**src/rtl/aud_rx_pkg.sv**
```systemverilog
package aud_rx_pkg;

  localparam int SAMPLE_W = 32;
  localparam int CNT_W    = $clog2(SAMPLE_W + 1);

  typedef enum logic [1:0] {
    FMT_RJ   = 2'b00,
    FMT_LJ   = 2'b01,
    FMT_I2S  = 2'b10,
    FMT_DSPA = 2'b11
  } rx_fmt_e;

  // Word length in bits for a word-length code.
  function automatic logic [CNT_W-1:0] wl_bits(input logic [1:0] code);
    case (code)
      2'b00:   wl_bits = CNT_W'(16);
      2'b01:   wl_bits = CNT_W'(20);
      2'b10:   wl_bits = CNT_W'(24);
      default: wl_bits = CNT_W'(32);
    endcase
  endfunction

endpackage

```
**src/rtl/aud_rx_sync.sv**
```systemverilog
module aud_rx_sync #(
  parameter int W      = 3,
  parameter int STAGES = 2
) (
  input  logic         clk,
  input  logic         rst_n,
  input  logic [W-1:0] d_i,
  output logic [W-1:0] q_o
);

  logic [STAGES-1:0][W-1:0] stg_q;

  always_ff @(posedge clk or negedge rst_n) begin
    if (!rst_n) begin
      stg_q <= '0;
    end else begin
      stg_q[0] <= d_i;
      for (int i = 1; i < STAGES; i++) begin
        stg_q[i] <= stg_q[i-1];
      end
    end
  end

  assign q_o = stg_q[STAGES-1];

endmodule

```
**src/rtl/aud_rx_edge.sv**
```systemverilog
module aud_rx_edge (
  input  logic clk,
  input  logic rst_n,
  input  logic bclk_s,
  input  logic inv,
  output logic edge_stb
);

  logic bclk_q;
  logic rise, fall;

  always_ff @(posedge clk or negedge rst_n) begin
    if (!rst_n) bclk_q <= 1'b0;
    else        bclk_q <= bclk_s;
  end

  always_comb begin
    rise     = bclk_s & ~bclk_q;
    fall     = ~bclk_s & bclk_q;
    edge_stb = inv ? fall : rise;
  end

endmodule

```
**src/rtl/aud_rx_framer.sv**
```systemverilog
module aud_rx_framer
  import aud_rx_pkg::*;
(
  input  logic                clk,
  input  logic                rst_n,
  input  logic                edge_stb,
  input  logic                lr_s,
  input  logic                dat_s,
  input  logic [1:0]          fmt,
  input  logic [1:0]          wlen,
  output logic                word_stb,
  output logic                word_left,
  output logic [SAMPLE_W-1:0] word
);

  logic                lr_prev_q, lr_prev_d;
  logic [SAMPLE_W-1:0] sh_q, sh_d;
  logic [CNT_W-1:0]    cnt_q, cnt_d;
  logic                active_q, active_d;
  logic                ch_left_q, ch_left_d;
  logic                pend_q, pend_d;
  logic                pend_left_q, pend_left_d;

  rx_fmt_e             f;
  logic [CNT_W-1:0]    wl_n;
  logic [CNT_W-1:0]    sft;
  logic                trans, rise, begin_w;
  logic [SAMPLE_W-1:0] sh_new;

  always_comb begin
    f       = rx_fmt_e'(fmt);
    wl_n    = wl_bits(wlen);
    sft     = CNT_W'(SAMPLE_W) - wl_n;
    trans   = lr_s ^ lr_prev_q;
    rise    = lr_s & ~lr_prev_q;
    sh_new  = {sh_q[SAMPLE_W-2:0], dat_s};
    begin_w = ((f == FMT_LJ) && trans) || pend_q;

    lr_prev_d   = lr_s;
    sh_d        = sh_new;
    cnt_d       = cnt_q;
    active_d    = active_q;
    ch_left_d   = ch_left_q;
    pend_d      = pend_q;
    pend_left_d = pend_left_q;
    word_stb    = 1'b0;
    word_left   = 1'b0;
    word        = '0;

    if (edge_stb) begin
      if (f == FMT_RJ) begin
        // Word ends at the frame-clock change; this edge's bit is excluded.
        if (trans) begin
          word_stb  = 1'b1;
          word_left = lr_prev_q;
          word      = sh_q << sft;
        end
      end else begin
        if (begin_w) begin
          active_d  = 1'b1;
          cnt_d     = CNT_W'(1);
          ch_left_d = (f == FMT_LJ) ? lr_s : pend_left_q;
          pend_d    = 1'b0;
        end else if (active_q) begin
          if (cnt_q == wl_n - CNT_W'(1)) begin
            word_stb  = 1'b1;
            word_left = ch_left_q;
            word      = sh_new << sft;
            active_d  = 1'b0;
            if ((f == FMT_DSPA) && ch_left_q) begin
              pend_d      = 1'b1;
              pend_left_d = 1'b0;
            end
          end else begin
            cnt_d = cnt_q + CNT_W'(1);
          end
        end
        if ((f == FMT_I2S) && trans) begin
          pend_d      = 1'b1;
          pend_left_d = ~lr_s;
        end
        if ((f == FMT_DSPA) && rise) begin
          pend_d      = 1'b1;
          pend_left_d = 1'b1;
        end
      end
    end
  end

  always_ff @(posedge clk or negedge rst_n) begin
    if (!rst_n) begin
      lr_prev_q   <= 1'b0;
      sh_q        <= '0;
      cnt_q       <= '0;
      active_q    <= 1'b0;
      ch_left_q   <= 1'b0;
      pend_q      <= 1'b0;
      pend_left_q <= 1'b0;
    end else if (edge_stb) begin
      lr_prev_q   <= lr_prev_d;
      sh_q        <= sh_d;
      cnt_q       <= cnt_d;
      active_q    <= active_d;
      ch_left_q   <= ch_left_d;
      pend_q      <= pend_d;
      pend_left_q <= pend_left_d;
    end
  end

endmodule

```
**src/rtl/aud_rx_pair.sv**
```systemverilog
module aud_rx_pair
  import aud_rx_pkg::*;
(
  input  logic                clk,
  input  logic                rst_n,
  input  logic                word_stb,
  input  logic                word_left,
  input  logic [SAMPLE_W-1:0] word,
  output logic [SAMPLE_W-1:0] left_o,
  output logic [SAMPLE_W-1:0] right_o,
  output logic                valid_o
);

  logic [SAMPLE_W-1:0] hold_q, hold_d;
  logic                have_q, have_d;
  logic [SAMPLE_W-1:0] left_q, left_d, right_q, right_d;
  logic                valid_q, valid_d;
  logic                out_en;

  always_comb begin
    hold_d  = hold_q;
    have_d  = have_q;
    left_d  = left_q;
    right_d = right_q;
    valid_d = 1'b0;
    out_en  = 1'b0;
    if (word_stb) begin
      if (word_left) begin
        hold_d = word;
        have_d = 1'b1;
      end else if (have_q) begin
        left_d  = hold_q;
        right_d = word;
        valid_d = 1'b1;
        have_d  = 1'b0;
        out_en  = 1'b1;
      end
    end
  end

  always_ff @(posedge clk or negedge rst_n) begin
    if (!rst_n) begin
      hold_q  <= '0;
      have_q  <= 1'b0;
      left_q  <= '0;
      right_q <= '0;
      valid_q <= 1'b0;
    end else begin
      valid_q <= valid_d;
      if (word_stb) begin
        hold_q <= hold_d;
        have_q <= have_d;
      end
      if (out_en) begin
        left_q  <= left_d;
        right_q <= right_d;
      end
    end
  end

  assign left_o  = left_q;
  assign right_o = right_q;
  assign valid_o = valid_q;

endmodule

```
**src/rtl/aud_serial_rx.sv**
```systemverilog
module aud_serial_rx
  import aud_rx_pkg::*;
#(
  parameter int SYNC_STAGES = 2
) (
  input  logic                clk,
  input  logic                rst_n,
  input  logic [1:0]          fmt_i,
  input  logic [1:0]          wlen_i,
  input  logic                bclk_inv_i,
  input  logic                lr_inv_i,
  input  logic                bclk_i,
  input  logic                lrclk_i,
  input  logic                sdata_i,
  output logic [SAMPLE_W-1:0] left_o,
  output logic [SAMPLE_W-1:0] right_o,
  output logic                valid_o
);

  localparam int PIN_W = 3;

  logic [1:0]          rst_pipe_q;
  logic                srst_n;
  logic [PIN_W-1:0]    pins_s;
  logic                edge_stb;
  logic                lr_s;
  logic                word_stb, word_left;
  logic [SAMPLE_W-1:0] word;

  always_ff @(posedge clk or negedge rst_n) begin
    if (!rst_n) rst_pipe_q <= 2'b00;
    else        rst_pipe_q <= {rst_pipe_q[0], 1'b1};
  end
  assign srst_n = rst_pipe_q[1];

  aud_rx_sync #(.W(PIN_W), .STAGES(SYNC_STAGES)) i_sync (
    .clk  (clk),
    .rst_n(srst_n),
    .d_i  ({bclk_i, lrclk_i, sdata_i}),
    .q_o  (pins_s)
  );

  assign lr_s = pins_s[1] ^ lr_inv_i;

  aud_rx_edge i_edge (
    .clk     (clk),
    .rst_n   (srst_n),
    .bclk_s  (pins_s[2]),
    .inv     (bclk_inv_i),
    .edge_stb(edge_stb)
  );

  aud_rx_framer i_framer (
    .clk      (clk),
    .rst_n    (srst_n),
    .edge_stb (edge_stb),
    .lr_s     (lr_s),
    .dat_s    (pins_s[0]),
    .fmt      (fmt_i),
    .wlen     (wlen_i),
    .word_stb (word_stb),
    .word_left(word_left),
    .word     (word)
  );

  aud_rx_pair i_pair (
    .clk      (clk),
    .rst_n    (srst_n),
    .word_stb (word_stb),
    .word_left(word_left),
    .word     (word),
    .left_o   (left_o),
    .right_o  (right_o),
    .valid_o  (valid_o)
  );

endmodule

```
**config.mk**
```make
export PLATFORM = sky130hd
export DESIGN_NAME = aud_serial_rx
export DESIGN_NICKNAME = d
export VERILOG_FILES = /design/src/rtl/aud_rx_pkg.sv /design/src/rtl/aud_rx_sync.sv /design/src/rtl/aud_rx_edge.sv /design/src/rtl/aud_rx_framer.sv /design/src/rtl/aud_rx_pair.sv /design/src/rtl/aud_serial_rx.sv
export SDC_FILE = /design/constraint.sdc
export NUM_CORES = 1
export LEC_CHECK = 0
export ABC_AREA = 1
export ABC_CLOCK_PERIOD_IN_PS = 13400
export BUFFER_PORTS_ARGS = -buffer_cell sky130_fd_sc_hd__buf_2
export CAP_MARGIN = 20
export CELL_PAD_IN_SITES_DETAIL_PLACEMENT = 0
export CELL_PAD_IN_SITES_GLOBAL_PLACEMENT = 1
export CORE_UTILIZATION = 45
export CTS_BUF_LIST = sky130_fd_sc_hd__clkbuf_4 sky130_fd_sc_hd__clkbuf_8
export DETAILED_ROUTE_END_ITERATION = 7
export PLACE_DENSITY = 0.81
export REMOVE_ABC_BUFFERS = 1
export SETUP_SLACK_MARGIN = 0.2
export SYNTH_ARGS = -nofsm -noshare
export SYNTH_HDL_FRONTEND = slang
export SYNTH_SLANG_ARGS = --single-unit
```
**constraint.sdc**
```tcl
create_clock -name clk -period 13.4 [get_ports clk]
set_input_delay 1.34 -clock clk [delete_from_list [all_inputs] [get_ports clk]]
set_output_delay 1.34 -clock clk [all_outputs]
set_load 0.005 [all_outputs]
```
==> results of run 1 <==
layout make-up:
cell class / count / area [sq um]
fill: 1635 / 7660
sequential: 150 / 3760
multi-input combinational: 711 / 3120
timing repair buffer: 80 / 413
tap: 216 / 270
clock buffer: 20 / 269
inverter: 53 / 199
clock inverter: 12 / 191
synth_stat cells (all sizes together):
library cell | instances | area share, %
nand2 | 447 | 23
dfrtp | 150 | 51
nand3 | 98 | 6.9
o21ai | 91 | 6.2
inv | 53 | 2.7
nor2 | 33 | 1.9
buf | 31 | 2.3
clkbuf | 20 | 1.0
nand4 | 9 | 0.77
ha | 7 | 1.2
o21a | 7 | 0.72
a21oi | 5 | 0.34
o211ai | 5 | 0.51
xor2 | 3 | 0.36
nor3 | 2 | 0.21
conb | 1 | 0.051
mux2i | 1 | 0.14
o31ai | 1 | 0.10
xnor2 | 1 | 0.12
critical path, delay by kind of cell:
kind,cells,cell delay [ps]
and+or+nand+nor,8,1720
buffers and inverters,4,1620
adders and majority gates,1,930
report_power, final:
group	switching [mW]	total, mW	internal, mW
sequential	0.0564	0.570	0.513
combinational	0.157	0.238	0.0811
clock	0.179	0.397	0.218
final timing paths:
kind,startpoint,endpoint
worst max-delay path,wlen_i[0],i_pair.left_o[26]
min in group asynchronous,rst_pipe_q[1],i_sync.stg_q[1]
worst min register to register,rst_pipe_q[0],rst_pipe_q[1]
max in group asynchronous,rst_pipe_q[1],i_pair.hold_q[1]
worst min-delay path,rst_pipe_q[0],rst_pipe_q[1]
worst max register to register,i_sync.q_o[2],i_pair.left_o[26]
registers in the layout, summed over array words and instances (netlist names):
register and cells:
i_pair.valid_o 1, i_framer.sh_q 32, i_sync.q_o 3, i_pair.have_q 1
i_framer.pend_left_q 1, i_pair.hold_q 32, i_sync.stg_q 3, i_pair.right_o 32
i_framer.lr_prev_q 1, i_framer.ch_left_q 1, i_framer.pend_q 1, i_edge.bclk_q 1
rst_pipe_q 2, i_framer.cnt_q 6, i_pair.left_o 32, i_framer.active_q 1
kinds of logic (layout without fill, tap and decap cells):
group                      count (synthesis)  in the layout  share of synthesized area (%)
muxes                                      1              1                          0.137
other                                      1              1                         0.0512
and+or+nand+nor                          589            589                           32.9
adders and majority gates                  7              7                           1.20
xor gates and xnor gates                   4              4                          0.479
DFF                                      150            150                           51.3
AOI/OAI and AO/OA                        109            109                           7.90
buffers and inverters                    104            165                           6.09
through the flow:
stage               power [mW]  hold WS [ps]  cell area, sq um
CTS                       1.22           360              8220
detailed placement       0.815           336              7760
global placement         0.813           331              7760
finish                    1.20           356              8220
global route              1.28           363              8220
floorplan                0.734           331              7070
placed cells by master (no fill, tap or decap), types with 2 or more instances in the layout:
cell type	count
nand2_1	444
inv_2	9
buf_4	5
nand4_1	9
nor2_1	30
inv_6	2
xor2_1	3
o21ai_0	74
clkbuf_8	19
inv_1	44
clkinv_4	4
buf_2	75
o21ai_1	17
nand2_2	3
dfrtp_1	149
o211ai_1	5
bufinv_16	4
o21a_1	7
a21oi_1	5
nor2_4	2
ha_1	7
nand3_1	96
metal layers:
| metal | GRT usage, % | up-vias | share of wire [%] |
|---|---|---|---|
| li1 | - | 3172 | - |
| met1 | 33.6 | 2902 | 52 |
| met2 | 32.9 | 119 | 44 |
| met5 | 0 | - | 0 |
| met3 | 3.51 | 18 | 3.0 |
| met4 | 7.18 | 0 | 1.3 |
==> results.sh, run 1 <==
export IMPL_finalSetupViolations=0
export IMPL_cts_sinks=150
export IMPL_relSlewSlack_pct=34.3
export IMPL_ys_ff_latch=150
export IMPL_syn_instance_count=965
export IMPL_crit_top_cell="nand2_1"
export IMPL_synth_warnings=0
export IMPL_core_area_sq_um=15900
export IMPL_period_minus_slack_ps=5310
export IMPL_placementRows=46
export IMPL_wirelength_um=17500
export IMPL_dp_slack_ps=7640
export IMPL_worstPathArrival_ps=5710
export IMPL_postRouteAntennaNets=0
export IMPL_area_growth_pct=12.3
export IMPL_gr_total_overflow=0
export IMPL_avgSynthCellArea_sq_um=7.58
export IMPL_setup_tns_ps=0
export IMPL_max_stage_delay_ps=930
export IMPL_tritoncts="yes"
export IMPL_crit_slowest_cell="ha_1"
export IMPL_grt_pass1_vias=5576
export IMPL_grt_antenna_before_repair=0
export IMPL_tightest_slew_ps=985
export IMPL_synth_cell_types=30
export IMPL_clk_insertion_delay_late_ps=460
export IMPL_cts_setup_buffers=0
export IMPL_endpoint_kind="register"
export IMPL_hp_class="reg -> reg"
export IMPL_finalCritPeriodShare_pct=39.6
export IMPL_die_width_um=130
export IMPL_fin_skew_ps=13.2
export IMPL_drv_cap=0
export IMPL_startpoint_type="input pin"
export IMPL_route_detailed_drc=0
export IMPL_die_h_um=130
export IMPL_io_pins=76
export IMPL_p_per_area_nw_per_um2=147
export IMPL_seq_area_frac_synth_pct=51.3
export IMPL_p_leak_nw=4.45
export IMPL_grt_max_degree=83
export IMPL_max_vdd_ir_drop_uv=72.5
export IMPL_outcome="completed"
export IMPL_path_cells="buf_2, inv_1, ha_1, inv_2, nand2_1, nand3_1, nor2_1, nand4_1, nand2_2, nand3_4, inv_2, nand2_1, nand2_1"
export IMPL_setup_slack_ps=8090
export IMPL_io_buffers=75
export IMPL_routedWlPerCell_um=14.1
export IMPL_crit_required_ps=13800
export IMPL_dp_cells=1210
export IMPL_start_util_pct=46.1
export IMPL_slew_violations=0
export IMPL_clk_path_buf_depth=2
export IMPL_cp_max_fo=82
export IMPL_final_core_util_pct=51.7
export IMPL_gp_congestion=0.827
export IMPL_ff2ff_setup_slack_ps=9230
export IMPL_finalHoldViolations=0
export IMPL_final_cells=1242
export IMPL_nNetsFinal=1031
export IMPL_reg2reg_depth=12
export IMPL_cts_htree_levels=4
export IMPL_drive_gt1_share_pct=12.8
export IMPL_fmax_mhz=188
export IMPL_grt_pass1_wl_um=28900
export IMPL_drtIter0Drc=362
export IMPL_clkSlewWorstSetupHoldPaths_ps=80
export IMPL_setup_worst_path_class="in -> reg"
export IMPL_cts_hold_buf=0
export IMPL_dpl_hpwl_um=11800
export IMPL_hold_depth=0
export IMPL_root_buffer="clkbuf_8"
export IMPL_vias_per_cell=5.00
export IMPL_syn_cell_area_sq_um=7320
export IMPL_dieArea_sq_um=16800
export IMPL_track_usage_pct=22.4
export IMPL_n_antenna_cell=0
export IMPL_vias=6211
export IMPL_drt_pass1_iterations=5
export IMPL_cts_repair_resized=0
export IMPL_numCtsBuffers=17
export IMPL_rsz0062_at_grt="no"
Note: power is estimated with default switching activity, not from simulation.
==> run 2: changes to the inputs <==
- ABC_CLOCK_PERIOD_IN_PS: 13400 -> 4250
- CORE_UTILIZATION: 45 -> 41
- PLACE_DENSITY: 0.81 -> 0.78
- clock period: 13.4 -> 4.25 ns (I/O delays scaled with it)
==> run 2 against run 1 <==
Compared with the run above: wire length up 3.7%; final cell count is 1.4% higher; critical path depth unchanged; critical path type is now reg -> reg.
==> results.sh, run 2 (synthesis gave the netlist of run 1 again) <==
export IMPL_route_detailed_drc=0
export IMPL_die_h_um=136
export IMPL_hold_depth=1
export IMPL_tritoncts="yes"
export IMPL_power_total_mw=3.58
export IMPL_fmax_mhz=347
export IMPL_worstPathArrival_ps=3290
export IMPL_max_vdd_ir_drop_uv=191
export IMPL_endpoint_kind="register"
export IMPL_wirelength_um=18200
export IMPL_nNetsFinal=1039
export IMPL_final_cells=1259
export IMPL_setup_tns_ps=0
export IMPL_area_growth_pct=12.1
export IMPL_slew_violations=0
export IMPL_grt_max_degree=66
export IMPL_holdWs_ps=65.6
export IMPL_startpoint_type="register"
export IMPL_reg2reg_depth=13
export IMPL_grt_pass1_wl_um=29900
export IMPL_vias=6205
export IMPL_place_area_sq_um=7840
export IMPL_final_cell_mix="nand2_1 (444), dfrtp_1 (149), nand3_1 (96), buf_2 (75), o21ai_0 (74)"
export IMPL_cts_sinks=150
export IMPL_io_pins=76
export IMPL_drtIter0Drc=448
export IMPL_fin_skew_ps=14.0
export IMPL_die_width_um=136
export IMPL_dpl_hpwl_um=12600
export IMPL_gp_congestion=0.841
export IMPL_relSlewSlack_pct=30.5
export IMPL_timing_rr_start="i_sync.q_o[1]"
export IMPL_clk_path_buf_depth=2
export IMPL_layout_commonest_cell="nand2_1"
export IMPL_r2r_end="i_pair.right_o[29]"
export IMPL_final_core_util_pct=47.3
export IMPL_cts_htree_levels=4
export IMPL_period_minus_slack_ps=2880
export IMPL_dp_cells=1226
export IMPL_track_usage_pct=20.9
export IMPL_cts_repair_resized=0
export IMPL_numCtsBuffers=17
export IMPL_vias_per_cell=4.93
export IMPL_p_per_area_nw_per_um2=436
export IMPL_hold_end="i_sync.stg_q[1]"
export IMPL_gr_total_overflow=0
export IMPL_drv_cap=0
export IMPL_crit_start="i_sync.q_o[1]"
export IMPL_finalHoldViolations=0
export IMPL_drive_gt1_share_pct=13.3
export IMPL_finalSetupViolations=0
export IMPL_ff2ff_setup_slack_ps=1370
export IMPL_dieArea_sq_um=18400
export IMPL_clk_insertion_delay_late_ps=460
export IMPL_setup_worst_path_class="reg -> reg"
export IMPL_finalCritPeriodShare_pct=67.8
export IMPL_p_leak_nw=4.43
export IMPL_cp_max_fo=44
export IMPL_n_fill_cell=1786
export IMPL_outcome="completed"
export IMPL_crit_required_ps=4660
export IMPL_dp_slack_ps=895
export IMPL_grt_pass1_vias=5650
export IMPL_root_buffer="clkbuf_8"
export IMPL_postRouteAntennaNets=0
export IMPL_hold_start="lrclk_i"
export IMPL_clkSlewWorstSetupHoldPaths_ps=90
export IMPL_n_antenna_cell=0
export IMPL_start_util_pct=42.2
export IMPL_drt_pass1_iterations=5
export IMPL_placementRows=48
export IMPL_grt_antenna_before_repair=0
export IMPL_hp_class="in -> reg"
export IMPL_tightest_slew_ps=1040
export IMPL_io_buffers=75
export IMPL_core_area_sq_um=17400
export IMPL_rsz0062_at_grt="no"
export IMPL_setup_slack_ps=1370
export IMPL_final_area_sq_um=8200
export IMPL_routedWlPerCell_um=14.4
[run 2: what timing repair did]
item                      CTS  global route
buffers inserted            0             0
hold endpoints to repair    2             0
hold buffers                1             0
[run 2: final cells by class]
| type | count | area (sq um) | share of cell area, % |
|---|---|---|---|
| well taps | 225 | 282 | 3.43 |
| inverters | 53 | 199 | 2.42 |
| repair buffers | 88 | 488 | 5.95 |
| flip-flops and latches | 150 | 3760 | 45.8 |
| clock buffers | 18 | 241 | 2.94 |
| clock inverters | 14 | 116 | 1.42 |
| multi-input cells | 711 | 3120 | 38.0 |
[run 2: worst max path at each step]
stage / endpoint / slack, ps
2_1_floorplan: i_edge.bclk_q / -240
3_3_place_gp: i_pair.left_o[5] / 1020
3_5_place_dp: i_pair.right_o[26] / 900
4_1_cts: i_pair.right_o[26] / 1330
5_1_grt: i_pair.left_o[17] / 1000
6_report: i_pair.right_o[29] / 1370
[run 2: worst max-delay path, stage by stage, from the launching register on]
cell	delay, ps
dfrtp_1	380
xnor2_1	250
inv_1	120
ha_1	350
inv_1	70
nand2_1	80
nand2_2	80
inv_2	100
nand4_1	150
nand2_2	290
nand3_4	120
inv_2	570
nand2_1	130
nand2_1	90
[run 2: per-layer routing]
layer	GRT usage, %	wire length [um]	up-vias
met3	4.23	696	14
met2	30.5	8080	126
met1	31.1	9240	2881
met5	0	0	-
met4	5.43	162	0
li1	-	-	3184
[run 2: where the power goes]
part	internal (mW)	switching [mW]	total, mW
combinational	0.262	0.501	0.763
sequential	1.62	0.178	1.80
clock	0.424	0.597	1.02
total	2.30	1.28	3.58
